===== src/rtl/word_serializer_pkg.sv =====
package word_serializer_pkg;
  localparam int unsigned DEF_WORD_W = 8;

  typedef enum logic [1:0] {
    ST_CLEAR = 2'd0,
    ST_HOLD  = 2'd1,
    ST_STEP  = 2'd2
  } ser_op_e;
endpackage


===== src/rtl/ws_hold_sync.sv =====
module ws_hold_sync (
  input  logic clk,
  input  logic rst,
  input  logic hold_req,
  output logic hold_q
);
  always_ff @(negedge clk) begin
    if (rst) hold_q <= 1'b0;
    else     hold_q <= hold_req;
  end
endmodule


===== src/rtl/ws_bit_counter.sv =====
module ws_bit_counter
  import word_serializer_pkg::*;
#(
  parameter int unsigned WORD_W = DEF_WORD_W
) (
  input  logic                      clk,
  input  logic                      rst,
  input  ser_op_e                   op,
  output logic [$clog2(WORD_W)-1:0] bit_pos,
  output logic                      frame_clk
);
  localparam int unsigned CNT_W = $clog2(WORD_W);
  localparam logic [CNT_W-1:0] LAST = CNT_W'(WORD_W - 1);
  localparam logic [CNT_W-1:0] HALF = CNT_W'(WORD_W / 2);

  always_ff @(posedge clk) begin
    case (op)
      ST_CLEAR: begin
        bit_pos   <= '0;
        frame_clk <= 1'b0;
      end
      ST_STEP: begin
        bit_pos   <= (bit_pos == LAST) ? '0 : bit_pos + 1'b1;
        frame_clk <= (bit_pos < HALF);
      end
      default: ;
    endcase
  end

  assert_frame_rise_R4: assert property (@(posedge clk) disable iff (rst)
    (op == ST_STEP && bit_pos == '0) |=> frame_clk);
  assert_frame_fall_R4: assert property (@(posedge clk) disable iff (rst)
    (op == ST_STEP && bit_pos == HALF) |=> !frame_clk);
  assert_clear_pos_R7: assert property (@(posedge clk)
    (op == ST_CLEAR) |=> (bit_pos == '0 && !frame_clk));
  assert_hold_pos_R5: assert property (@(posedge clk) disable iff (rst)
    (op == ST_HOLD) |=> ($stable(bit_pos) && $stable(frame_clk)));
endmodule


===== src/rtl/ws_shifter.sv =====
module ws_shifter
  import word_serializer_pkg::*;
#(
  parameter int unsigned WORD_W = DEF_WORD_W
) (
  input  logic              clk,
  input  logic              rst,
  input  ser_op_e           op,
  input  logic              first_bit,
  input  logic [WORD_W-1:0] par_data,
  output logic              ser_out
);
  logic [WORD_W-1:0] shreg;

  always_ff @(posedge clk) begin
    case (op)
      ST_CLEAR: begin
        shreg   <= '0;
        ser_out <= 1'b0;
      end
      ST_STEP: begin
        if (first_bit) begin
          ser_out <= par_data[WORD_W-1];
          shreg   <= par_data << 1;
        end else begin
          ser_out <= shreg[WORD_W-1];
          shreg   <= shreg << 1;
        end
      end
      default: ;
    endcase
  end

  assert_capture_msb_R2: assert property (@(posedge clk) disable iff (rst)
    (op == ST_STEP && first_bit) |=> (ser_out == $past(par_data[WORD_W-1])));
  assert_hold_data_R5: assert property (@(posedge clk) disable iff (rst)
    (op == ST_HOLD) |=> $stable(ser_out));
  assert_reset_out_R1: assert property (@(posedge clk)
    rst |=> !ser_out);
endmodule


===== src/rtl/word_serializer.sv =====
module word_serializer
  import word_serializer_pkg::*;
#(
  parameter int unsigned WORD_W = DEF_WORD_W
) (
  input  logic              clk,
  input  logic              rst,
  input  logic              sync_i,
  input  logic              hold_req,
  input  logic [WORD_W-1:0] par_data,
  output logic              ser_out,
  output logic              frame_clk
);
  localparam int unsigned CNT_W = $clog2(WORD_W);

  logic             hold_q;
  logic [CNT_W-1:0] bit_pos;
  ser_op_e          op;

  ws_hold_sync u_hold (
    .clk      (clk),
    .rst      (rst),
    .hold_req (hold_req),
    .hold_q   (hold_q)
  );

  always_comb begin
    if (rst || sync_i) op = ST_CLEAR;
    else if (hold_q)   op = ST_HOLD;
    else               op = ST_STEP;
  end

  ws_bit_counter #(.WORD_W(WORD_W)) u_cnt (
    .clk       (clk),
    .rst       (rst),
    .op        (op),
    .bit_pos   (bit_pos),
    .frame_clk (frame_clk)
  );

  ws_shifter #(.WORD_W(WORD_W)) u_shift (
    .clk       (clk),
    .rst       (rst),
    .op        (op),
    .first_bit (bit_pos == '0),
    .par_data  (par_data),
    .ser_out   (ser_out)
  );

  assert_sync_out_R7: assert property (@(posedge clk) disable iff (rst)
    sync_i |=> (!ser_out && !frame_clk));
  assert_release_moves_R6: assert property (@(posedge clk) disable iff (rst)
    (!hold_q && !sync_i && bit_pos == CNT_W'(WORD_W - 1)) |=> (bit_pos == '0));
endmodule


===== config.mk =====
export PLATFORM = sky130hd
export DESIGN_NAME = word_serializer
export DESIGN_NICKNAME = d
export VERILOG_FILES = /design/src/rtl/word_serializer_pkg.sv /design/src/rtl/ws_hold_sync.sv /design/src/rtl/ws_bit_counter.sv /design/src/rtl/ws_shifter.sv /design/src/rtl/word_serializer.sv
export SDC_FILE = /design/constraint.sdc
export NUM_CORES = 1
export LEC_CHECK = 0
export BUFFER_PORTS_ARGS = -buffer_cell sky130_fd_sc_hd__buf_2
export CAP_MARGIN = 20
export CORE_MARGIN = 8
export CORE_UTILIZATION = 30
export DETAILED_ROUTE_END_ITERATION = 10
export SYNTH_ARGS = -nofsm -noshare
export SYNTH_HDL_FRONTEND = slang
export SYNTH_SLANG_ARGS = --single-unit

===== constraint.sdc =====
create_clock -name clk -period 2.2 [get_ports clk]
set_clock_uncertainty 0.15 [all_clocks]
set_input_delay 0.11 -clock clk [delete_from_list [all_inputs] [get_ports clk]]
set_output_delay 0.11 -clock clk [all_outputs]
set_load 0.03 [all_outputs]

**Yosys cells after proc, flatten, opt, wreduce, memory -nomap -nowiden**

Index checks and enable logic that the tools add are counted.

- Flip-flop bits (word level): 14
- Bits of input ports: 12
- Output and inout bits: 2
- Logic and storage cells: 22

- $add $sub $neg: 1
- Order comparisons: 1
- Equal/unequal tests: 2
- Multiplexer cells: 9
- Reductions and logical operators: 4

Operators by type and width:

| kind | number |
|---|---|
| 8-bit one-hot mux with 2 select lines | 1 |
| 8-bit 2-to-1 mux | 1 |
| 3-bit one-hot mux with 2 select lines | 1 |
| 2-bit 2-to-1 mux | 2 |
| 1-bit one-hot mux with 2 select lines | 2 |
| 3-bit by 1-bit adder with 3-bit output, second input constant | 1 |
| 3-bit equality test, second input constant | 1 |
| 3-bit zero test | 1 |
| 3-bit < comparator, second input constant | 1 |
| 3-bit 2-to-1 mux | 1 |
| 2-bit equality test, second input constant | 1 |
| 2-bit zero test | 1 |
| 2-bit nonzero test | 1 |
| 1-bit logical OR | 1 |
| 1-bit 2-to-1 mux | 1 |

**Logic depth before layout (Yosys ltp)**

Gate-level depths: netlist of run 1.

- Depth in word-level cells: 4
- Gate-level depth with buffers: 6
- Gate-level depth less buffers: 5

**Cells and area by module**

Synthesis of run 1 repeated with hierarchy kept, for this count alone.

- Cells, all modules: 45
- Area, all modules: 645.6 sq um

Modules (own cells, without submodules):

| module | instances | cells each | area each (sq um) | seq. area each (sq um) |
|---|---|---|---|---|
| ws_shifter | 1 | 28 | 384.1 | 240.2 |
| ws_bit_counter | 1 | 11 | 196.4 | 120.1 |
| ws_hold_sync | 1 | 3 | 37.5 | 20.0 |
| word_serializer | 1 | 3 | 27.5 | 0.0 |

==> out/qor.csv, run 1 <==
metric,value,unit
status,finished with violations,
failed_checks,setup timing,
critPathBufInv,0,
hp-class,in -> reg,
start_util,0.314,
synth_top_area_frac,0.590,
place_area,716,µm²
clkSinkCount,13,
grt_pass1_wl,1810,µm
dp_hpwl,765,µm
fin_nets,81,
drc,0,
hold_violations,0,
crit_path_max_fanout,6,
antenna_found_initial,0,
grt_pass1_vias,408,
core,1940,µm²
leakagePower,0.365,nW
maxCapViolCount,0,
die_h,61.1,µm
netlist_instances,46,
clk_pin_slew_worst_paths,0.08,ns
synth.avg_cell_area,13.3,µm²
cellPowerDensity,669,nW/µm²
row_count,16,
required,2.17,ns
ys_top_cells_by_area,"edfxtp_1 59%, mux2i_1 11%, ha_1 6.1%",
drt-total-wl,1120,µm
drive_above_1_share,0.446,
clk_latency,0.33,ns
startpoint_type,register,
worstPathCellList,or3_4 -> nor3b_2,
fp.dieW,61.1,µm
critical_path_class,reg -> reg,
dieArea,3740,µm²
drtAntennaViolNets,0,
viasPerCell,4.30,
track_usage,0.0679,
vdd.ir_drop.worst,402,µV
gp_congestion,0.676,
critical_path.endpoint_type,register,
ys_warn_count,0,
layout_setup_ws,-0.130,ns
synthDistinctLibCells,14,
yosysTopAreaCell,edfxtp_1,
nFillCells,197,
h-tree-depth,1,
post-place-ws,-0.160,ns
clock-root-buffer,clkbuf_4,
finalSetupViolCount,12,
seqCellArea,382,µm²
worst_pin_slew,0.197,ns
clk_path_buf_depth,2,
maxSlewHeadroom,0.865,
ios,14,
dr.pass1.iters,2,
final-max-slew-violation-count,0,
final_cell_area,774,µm²
grt_overflow,0,
port_buffers,13,
final_util,0.399,
syn-cell-area,611,µm²
diodes,0,
ys_seq_elements,13,
regToRegSetupSlack,-0.13,ns
whs,0.00417,ns
power,0.518,mW
cp_slowest_cell,or3_4,
wire_per_inst,12.2,µm
ys_seq_area_frac,0.623,
post_cts_buffers,0,
rsz0062_at_grt,yes,
cp_slowest_stage_delay,0.37,ns
cts_buffers,3,
syn_nets,61,
grt_max_degree,9,
first_iter_violations,2,
via_count,396,
area_growth,26.8,%
critPathArrivalTime,2.30,ns
multiInputGateArea,234,µm²
cts_tree,done,
critPathTopFamily,simple AND/OR/NAND/NOR gates,
-- state kept, by name, indices dropped and copies added, names as in the netlist --
signal and count:
u_shift.shreg 7, u_cnt.bit_pos 3, u_cnt.frame_clk 1, u_hold.hold_q 1, u_shift.ser_out 1
-- tightest hold or removal path: stages --
cell and delay, ns:
buf_2 0.07, nand2_1 0.05, nor2_2 0.09
-- synth_stat cells --
cell type	number
nor3b_1	2
nand2_1	2
ha_1	3
mux2i_1	7
nor2_1	10
buf_6	1
buf_2	1
and2b_1	1
dfxtp_1	1
inv_1	3
or3_4	1
nor2b_1	1
nor3_2	1
edfxtp_1	12
-- through the flow --
stage / std cells / setup TNS (ns)
3_3_place_gp: 87 / -0.184
3_5_place_dp: 87 / -0.324
2_1_floorplan: 46 / -0.160
4_1_cts: 92 / -0.845
5_1_grt: 92 / -1.16
6_report: 92 / -0.638
-- kinds of logic after synthesis --
| family | count (synthesis) | synth area share |
|---|---|---|
| flops | 13 | 0.623 |
| buf+inv | 5 | 0.0451 |
| fa+ha+maj | 3 | 0.0615 |
| mux | 7 | 0.115 |
| simple gates | 18 | 0.156 |
-- final timing paths --
check | to | startpoint | cells past startpoint
worst max-delay path | u_cnt.bit_pos[1]$_SDFFCE_PP0P_ | u_hold.hold_q$_SDFF_NP0_ | 2
worst min-delay path | u_shift.shreg[1]$_SDFFCE_PN0P_ | par_data[0] | 3
worst max register to register | u_cnt.bit_pos[1]$_SDFFCE_PP0P_ | u_hold.hold_q$_SDFF_NP0_ | 2
worst min register to register | u_shift.ser_out$_DFFE_PP_ | u_shift.shreg[7]$_SDFFCE_PP0P_ | 2
-- placed cells by master (no fill, tap or decap) --
cell,instances
nor2b_1,1
clkbuf_4,3
buf_2,13
nor3b_2,2
buf_4,3
nor2_2,4
mux2i_1,7
inv_1,3
nand2_1,2
nor2_1,6
or3_4,2
dfxtp_2,1
ha_1,3
clkbuf_1,1
edfxtp_1,12
and2b_1,1
nor3_2,1
-- final cells by class --
type | instances | area share
clock inverter | 1 | 0.00485
sequential | 13 | 0.493
multi-input combinational | 29 | 0.302
timing repair buffer | 16 | 0.113
clock buffer | 4 | 0.0339
tap | 27 | 0.0436
inverter | 2 | 0.00969
-- metal layers --
layer  global-route usage  share of wire
met1               0.0823           0.47
met5                    0              0
met3               0.0271          0.055
met2                0.103           0.45
met4               0.0299          0.016
-- power by group --
part | total (mW) | internal (mW) | leakage (nW) | switching, mW
registers | 0.291 | 0.285 | 0.150 | 0.00596
clock network | 0.155 | 0.0727 | 0.0203 | 0.0825
logic | 0.0724 | 0.0351 | 0.194 | 0.0373
-- what timing repair did --
| item | 4_1_cts | 5_1_grt |
|---|---|---|
| hold buffers | 0 | 0 |
| endpoints found under the setup margin | 12 | 12 |
| cloned | 1 | 0 |
| pin swaps | 3 | 2 |
| resized for setup | 4 | 4 |
(Power assumes the default switching activity.)
==> inputs of run 2 (changes only) <==
ABC_CLOCK_PERIOD_IN_PS = 2200   (was unset)
BUFFER_PORTS_ARGS = unset   (was -buffer_cell sky130_fd_sc_hd__buf_2)
DONT_BUFFER_PORTS = 1   (was unset)
GPL_ROUTABILITY_DRIVEN = 0   (was unset)
==> run 2 against run 1 <==
Against the previous run:
- the flow still finishes with violations (setup timing)
- die area unchanged
- global-route usage is 0.22 points lower
- sequential power rose by 2%
- final cell count is 6.5% lower
- register-to-register slack barely moved
- first-iteration DRC count unchanged
- total power shrank 2.6%
- via count fell by 5.3%
- utilization up 1.0 points
- wire length is 4.6% higher
- clock power decreased by 8%
- critical path type unchanged
- critical endpoint unchanged
==> out/qor.csv, run 2 (synthesis results as in run 1) <==
metric,value,unit,change
fin_nets,75,,-7.4%
rsz0062_at_grt,yes,,
hold_violations,0,,unchanged
grt_overflow,0,,unchanged
status,finished with violations,,
critPathTopFamily,simple AND/OR/NAND/NOR gates,,
track_usage,0.0658,,-0.00216
nFillCells,194,,-1.5%
crit_path_max_fanout,6,,unchanged
seqCellArea,382,µm²,unchanged
drtAntennaViolNets,0,,unchanged
switching_share,0.228,,-0.0149
largest_registers,"u_shift.shreg: 7 flops, u_cnt.bit_pos: 3 flops",,
finalSetupViolCount,12,,unchanged
dp_hpwl,722,µm,-5.6%
h-tree-depth,1,,unchanged
wire_per_inst,13.6,µm,+12%
cts_buffers,3,,unchanged
final_common_cell,edfxtp_1,,
dr.pass1.iters,4,,+2
leakagePower,0.351,nW,-3.8%
hp-class,in -> reg,,
cp-startpoint,u_hold.hold_q$_SDFF_NP0_,,
viasPerCell,4.36,,+1.3%
whs_path_depth,2,,-1
critPathBufInv,0,,unchanged
layout_setup_ws,-0.129,ns,+0.00121 ns
critical_path_class,reg -> reg,,
die_h,61.1,µm,unchanged
reg2reg_to,u_cnt.bit_pos[1]$_SDFFCE_PP0P_,,
row_count,16,,unchanged
startpoint_type,register,,
multiInputGateArea,234,µm²,unchanged
grt_pass1_wl,1700,µm,-5.7%
area_growth,30.1,%,
p_clk_frac,0.283,,-0.016
p_int,0.390,mW,-0.72%
critPathArrivalTime,2.31,ns,about the same
final_util,0.409,,+0.0103
clock-root-buffer,clkbuf_4,,
whs,0.0384,ns,+0.0342 ns
antenna_found_initial,0,,unchanged
failed_checks,setup timing,,
worstHoldStart,sync_i,,
p_comb_frac,0.128,,-0.012
regToRegSetupSlack,-0.13,ns,about the same
clk_latency,0.33,ns,about the same
cts_tree,done,,
port_buffers,0,,-13
cp_slowest_cell,or3_4,,
cp_slowest_stage_delay,0.38,ns,about the same
timing.rr.start,u_hold.hold_q$_SDFF_NP0_,,
final-max-slew-violation-count,0,,unchanged
critical_path.endpoint_type,register,,
hold-path-endpoint,u_cnt.frame_clk$_DFFE_PP_,,
start_util,0.314,,unchanged
clk_path_buf_depth,2,,unchanged
clk_pin_slew_worst_paths,0.07,ns,about the same
ios,14,,unchanged
cellPowerDensity,635,nW/µm²,-5.1%
grt_pass1_vias,360,,-12%
first_iter_violations,2,,unchanged
top_register,u_shift.shreg,,
drc,0,,unchanged
grt_max_degree,13,,+4
fp.dieW,61.1,µm,unchanged
drive_above_1_share,0.254,,-0.192
maxCapViolCount,0,,unchanged
largest_reg_flops,7,,unchanged
r2r_cells,2,,unchanged
clkSinkCount,13,,unchanged
worstPathCellList,or3_4 -> nor3b_2,,
vdd.ir_drop.worst,320,µV,-21%
via_count,375,,-5.3%
worst_pin_slew,0.285,ns,+0.0885 ns
required,2.18,ns,about the same
power.switching,0.115,mW,-8.6%
dieArea,3740,µm²,unchanged
diodes,0,,unchanged
pwr-share-seq,0.589,,+0.028
drt-total-wl,1170,µm,+4.6%
layout_common_cells,"12 x edfxtp_1, 8 x dlygate4sd3_1, 7 x mux2i_1",,
maxSlewHeadroom,0.810,,-0.0549
core,1940,µm²,unchanged
==> run 2: cell count changes in the layout (fill, tap and decap cells not counted) <==
cell           delta
buf_2            -13
clkbuf_1          -1
buf_12            +1
buf_4             -2
inv_1             +1
dlygate4sd3_1     +8
==> run 2: cell type report <==
class	count	area share
inverters	2	0.00945
clock buffers	3	0.0283
repair buffers	10	0.135
clock inverters	2	0.00945
well taps	27	0.0425
flip-flops and latches	13	0.480
multi-input cells	29	0.294
==> run 2: power by group through the flow <==
stage,sequential (mW),clock (mW),combinational [mW]
after global routing,0.299,0.165,0.0727
after CTS,0.297,0.152,0.0638
after detailed placement,0.302,0.00569,0.0486
after global placement,0.301,0.00569,0.0484
after floorplan,0.300,0.00569,0.0406
final,0.297,0.143,0.0645
==> run 2: worst reg2reg max path: cells and delay by family, from the launching register on <==
kind / cells / cell delay [ns]
flops: 1 / 0.32
simple gates: 2 / 0.56
==> run 2: per-layer routing <==
layer / share of wire / vias up / track usage
met2: 0.49 / 12 / 0.101
li1: - / 188 / -
met1: 0.44 / 175 / 0.0713
met3: 0.072 / 0 / 0.0438
met4: 0 / 0 / 0.0199
met5: 0 / - / 0
==> run 2: worst max-delay path by stage <==
stage          depth (start not counted)                              to  slack (ns)
2_1_floorplan                          3  u_cnt.bit_pos[0]$_SDFFCE_PP0P_       -0.04
3_3_place_gp                           2  u_cnt.bit_pos[1]$_SDFFCE_PP0P_        -0.1
3_5_place_dp                           2  u_cnt.bit_pos[2]$_SDFFCE_PP0P_       -0.12
4_1_cts                                2  u_cnt.bit_pos[2]$_SDFFCE_PP0P_       -0.15
5_1_grt                                2  u_cnt.bit_pos[2]$_SDFFCE_PP0P_       -0.19
6_report                               2  u_cnt.bit_pos[1]$_SDFFCE_PP0P_       -0.13
==> run 2: per-stage QoR <==
| step | total power, mW | setup WS, ns | cells | setup TNS (ns) | area (µm²) |
|---|---|---|---|---|---|
| 3_3_place_gp | 0.355 | -0.0967 | 73 | -0.206 | 656 |
| 5_1_grt | 0.536 | -0.191 | 86 | -1.35 | 795 |
| 2_1_floorplan | 0.346 | -0.0383 | 46 | -0.160 | 611 |
| 4_1_cts | 0.513 | -0.154 | 86 | -1.07 | 790 |
| 6_report | 0.505 | -0.129 | 86 | -0.859 | 795 |
| 3_5_place_dp | 0.356 | -0.116 | 73 | -0.436 | 656 |
==> run 2: repair_timing <==
action / 4_1_cts / 5_1_grt
gates resized for setup: 6 / 2
buffers inserted: 0 / 0
gates cloned: 1 / 0
pin swaps: 4 / 2
hold buffers: 8 / 0
setup endpoints to repair: 12 / 12
hold endpoints to repair: 8 / 0
==> inputs of run 3 (changes only) <==
RECOVER_POWER = 50   (was unset)
==> run 3 against run 2 <==
Against the previous run:
- the flow still finishes with violations (setup timing)
- critical path depth unchanged
- sequential cell count unchanged
- final cell count unchanged
- sequential share of layout area up 0.77 points
- clock-buffer cell count unchanged
- non-clock buffer count unchanged
- global-route usage unchanged
- register-to-register slack about the same
- clock power about the same
- combinational power down 2%
- via count unchanged
- wire length up 0.34%
==> out/qor.csv, run 3 (synthesis results as in run 1) <==
metric,value,unit,change
clk_pin_slew_worst_paths,0.07,ns,about the same
whs,0.0389,ns,+0.000518 ns
final_util,0.403,,-0.00644
via_count,375,,unchanged
worstPathCellList,or3_4 -> nor3b_2,,
whs_path_depth,2,,unchanged
grt_max_degree,13,,unchanged
drtAntennaViolNets,0,,unchanged
regToRegSetupSlack,-0.13,ns,about the same
grt_overflow,0,,unchanged
post_cts_buffers,0,,unchanged
die_h,61.1,µm,unchanged
row_count,16,,unchanged
required,2.18,ns,about the same
viasPerCell,4.36,,unchanged
clk_path_buf_depth,2,,unchanged
leakagePower,0.345,nW,-1.8%
maxCapViolCount,0,,unchanged
first_iter_violations,1,,-1
final_cell_area,782,µm²,-1.6%
stdcell_count,86,,unchanged
antenna_found_initial,0,,unchanged
worst_pin_slew,0.285,ns,+0.000000358 ns
diodes,0,,unchanged
critPathBufInv,0,,unchanged
start_util,0.314,,unchanged
ios,14,,unchanged
layout_common_cells,"12 x edfxtp_1, 8 x dlygate4sd3_1, 7 x mux2i_1",,
track_usage,0.0658,,unchanged
clk_latency,0.33,ns,about the same
final-max-slew-violation-count,0,,unchanged
cts_buffers,3,,unchanged
cp_slowest_stage_delay,0.38,ns,about the same
maxSlewHeadroom,0.810,,unchanged
drt-total-wl,1180,µm,+0.34%
dieArea,3740,µm²,unchanged
critPathArrivalTime,2.31,ns,about the same
finalSetupViolCount,12,,unchanged
drc,0,,unchanged
startpoint_type,register,,
dp.cells,73,,unchanged
failed_checks,setup timing,,
vdd.ir_drop.worst,320,µV,about the same
cp_slowest_cell,or3_4,,
status,finished with violations,,
dr.pass1.iters,3,,-1
fin_nets,75,,unchanged
hp-class,in -> reg,,
clkSinkCount,13,,unchanged
fp.dieW,61.1,µm,unchanged
r2r_cells,2,,unchanged
clock-root-buffer,clkbuf_4,,
port_buffers,0,,unchanged
h-tree-depth,1,,unchanged
critical_path_cell_count,2,,unchanged
crit_path_max_fanout,6,,unchanged
hold_violations,0,,unchanged
area_growth,28.1,%,
largest_reg_flops,7,,unchanged
critical_path_class,reg -> reg,,
layout_setup_ws,-0.131,ns,-0.00199 ns
largest_registers,"u_shift.shreg: 7 flops, u_cnt.bit_pos: 3 flops",,
final_common_cell,edfxtp_1,,
core,1940,µm²,unchanged
grt_pass1_wl,1700,µm,unchanged
critical_path.endpoint_type,register,,
grt_pass1_vias,360,,unchanged
dp_hpwl,722,µm,unchanged
drive_above_1_share,0.254,,unchanged
wire_per_inst,13.7,µm,+0.34%
critPathTopFamily,simple AND/OR/NAND/NOR gates,,
cellPowerDensity,644,nW/µm²,+1.4%
rsz0062_at_grt,yes,,
cts_tree,done,,
top_register,u_shift.shreg,,
place_area,656,µm²,unchanged
-- run 3: metal layers --
layer  up-vias  wire length (µm)  global-route usage
li1        188                 -                   -
met3         0                83              0.0438
met5         -                 0                   0
met4         0                 0              0.0199
met2        12               571               0.101
met1       175               522              0.0713
-- run 3: worst reg2reg max path: cells and delay by family (launching register included) --
kind,cells,cell delay (ns)
DFF,1,0.32
and+or+nand+nor,2,0.56
-- run 3: metrics by stage --
step           setup TNS, ns  setup WS, ns  total power, mW
2_1_floorplan         -0.160       -0.0383            0.346
3_3_place_gp          -0.206       -0.0967            0.355
3_5_place_dp          -0.436        -0.116            0.356
4_1_cts                -1.07        -0.154            0.513
5_1_grt                -1.45        -0.191            0.535
6_report              -0.874        -0.131            0.504
-- run 3: final timing paths --
check                                                    start                              to
worst max-delay path                  u_hold.hold_q$_SDFF_NP0_  u_cnt.bit_pos[1]$_SDFFCE_PP0P_
worst min-delay path                                    sync_i       u_cnt.frame_clk$_DFFE_PP_
worst max register to register        u_hold.hold_q$_SDFF_NP0_  u_cnt.bit_pos[1]$_SDFFCE_PP0P_
worst min register to register  u_shift.shreg[1]$_SDFFCE_PN0P_  u_shift.shreg[2]$_SDFFCE_PP0P_
-- run 3: area by class of cell --
| class | count | area [µm²] |
|---|---|---|
| Fill cell | 196 | 1160 |
| Multi-Input combinational cell | 29 | 234 |
| Tap cell | 27 | 33.8 |
| Clock inverter | 2 | 7.51 |
| Inverter | 2 | 7.51 |
| Timing Repair Buffer | 10 | 95.1 |
| Clock buffer | 3 | 22.5 |
| Sequential cell | 13 | 382 |
-- run 3: repair_timing --
item,CTS,global route
pin swaps,4,2
hold buffers,8,0
setup endpoints to repair,12,12
hold endpoints to repair,8,0
cloned,1,0
gates resized for setup,6,2
-- run 3: where the power goes --
group	switching, mW	leakage [nW]	internal, mW
logic	0.0279	0.170	0.0353
clock network	0.0750	0.0245	0.0680
registers	0.0120	0.150	0.285
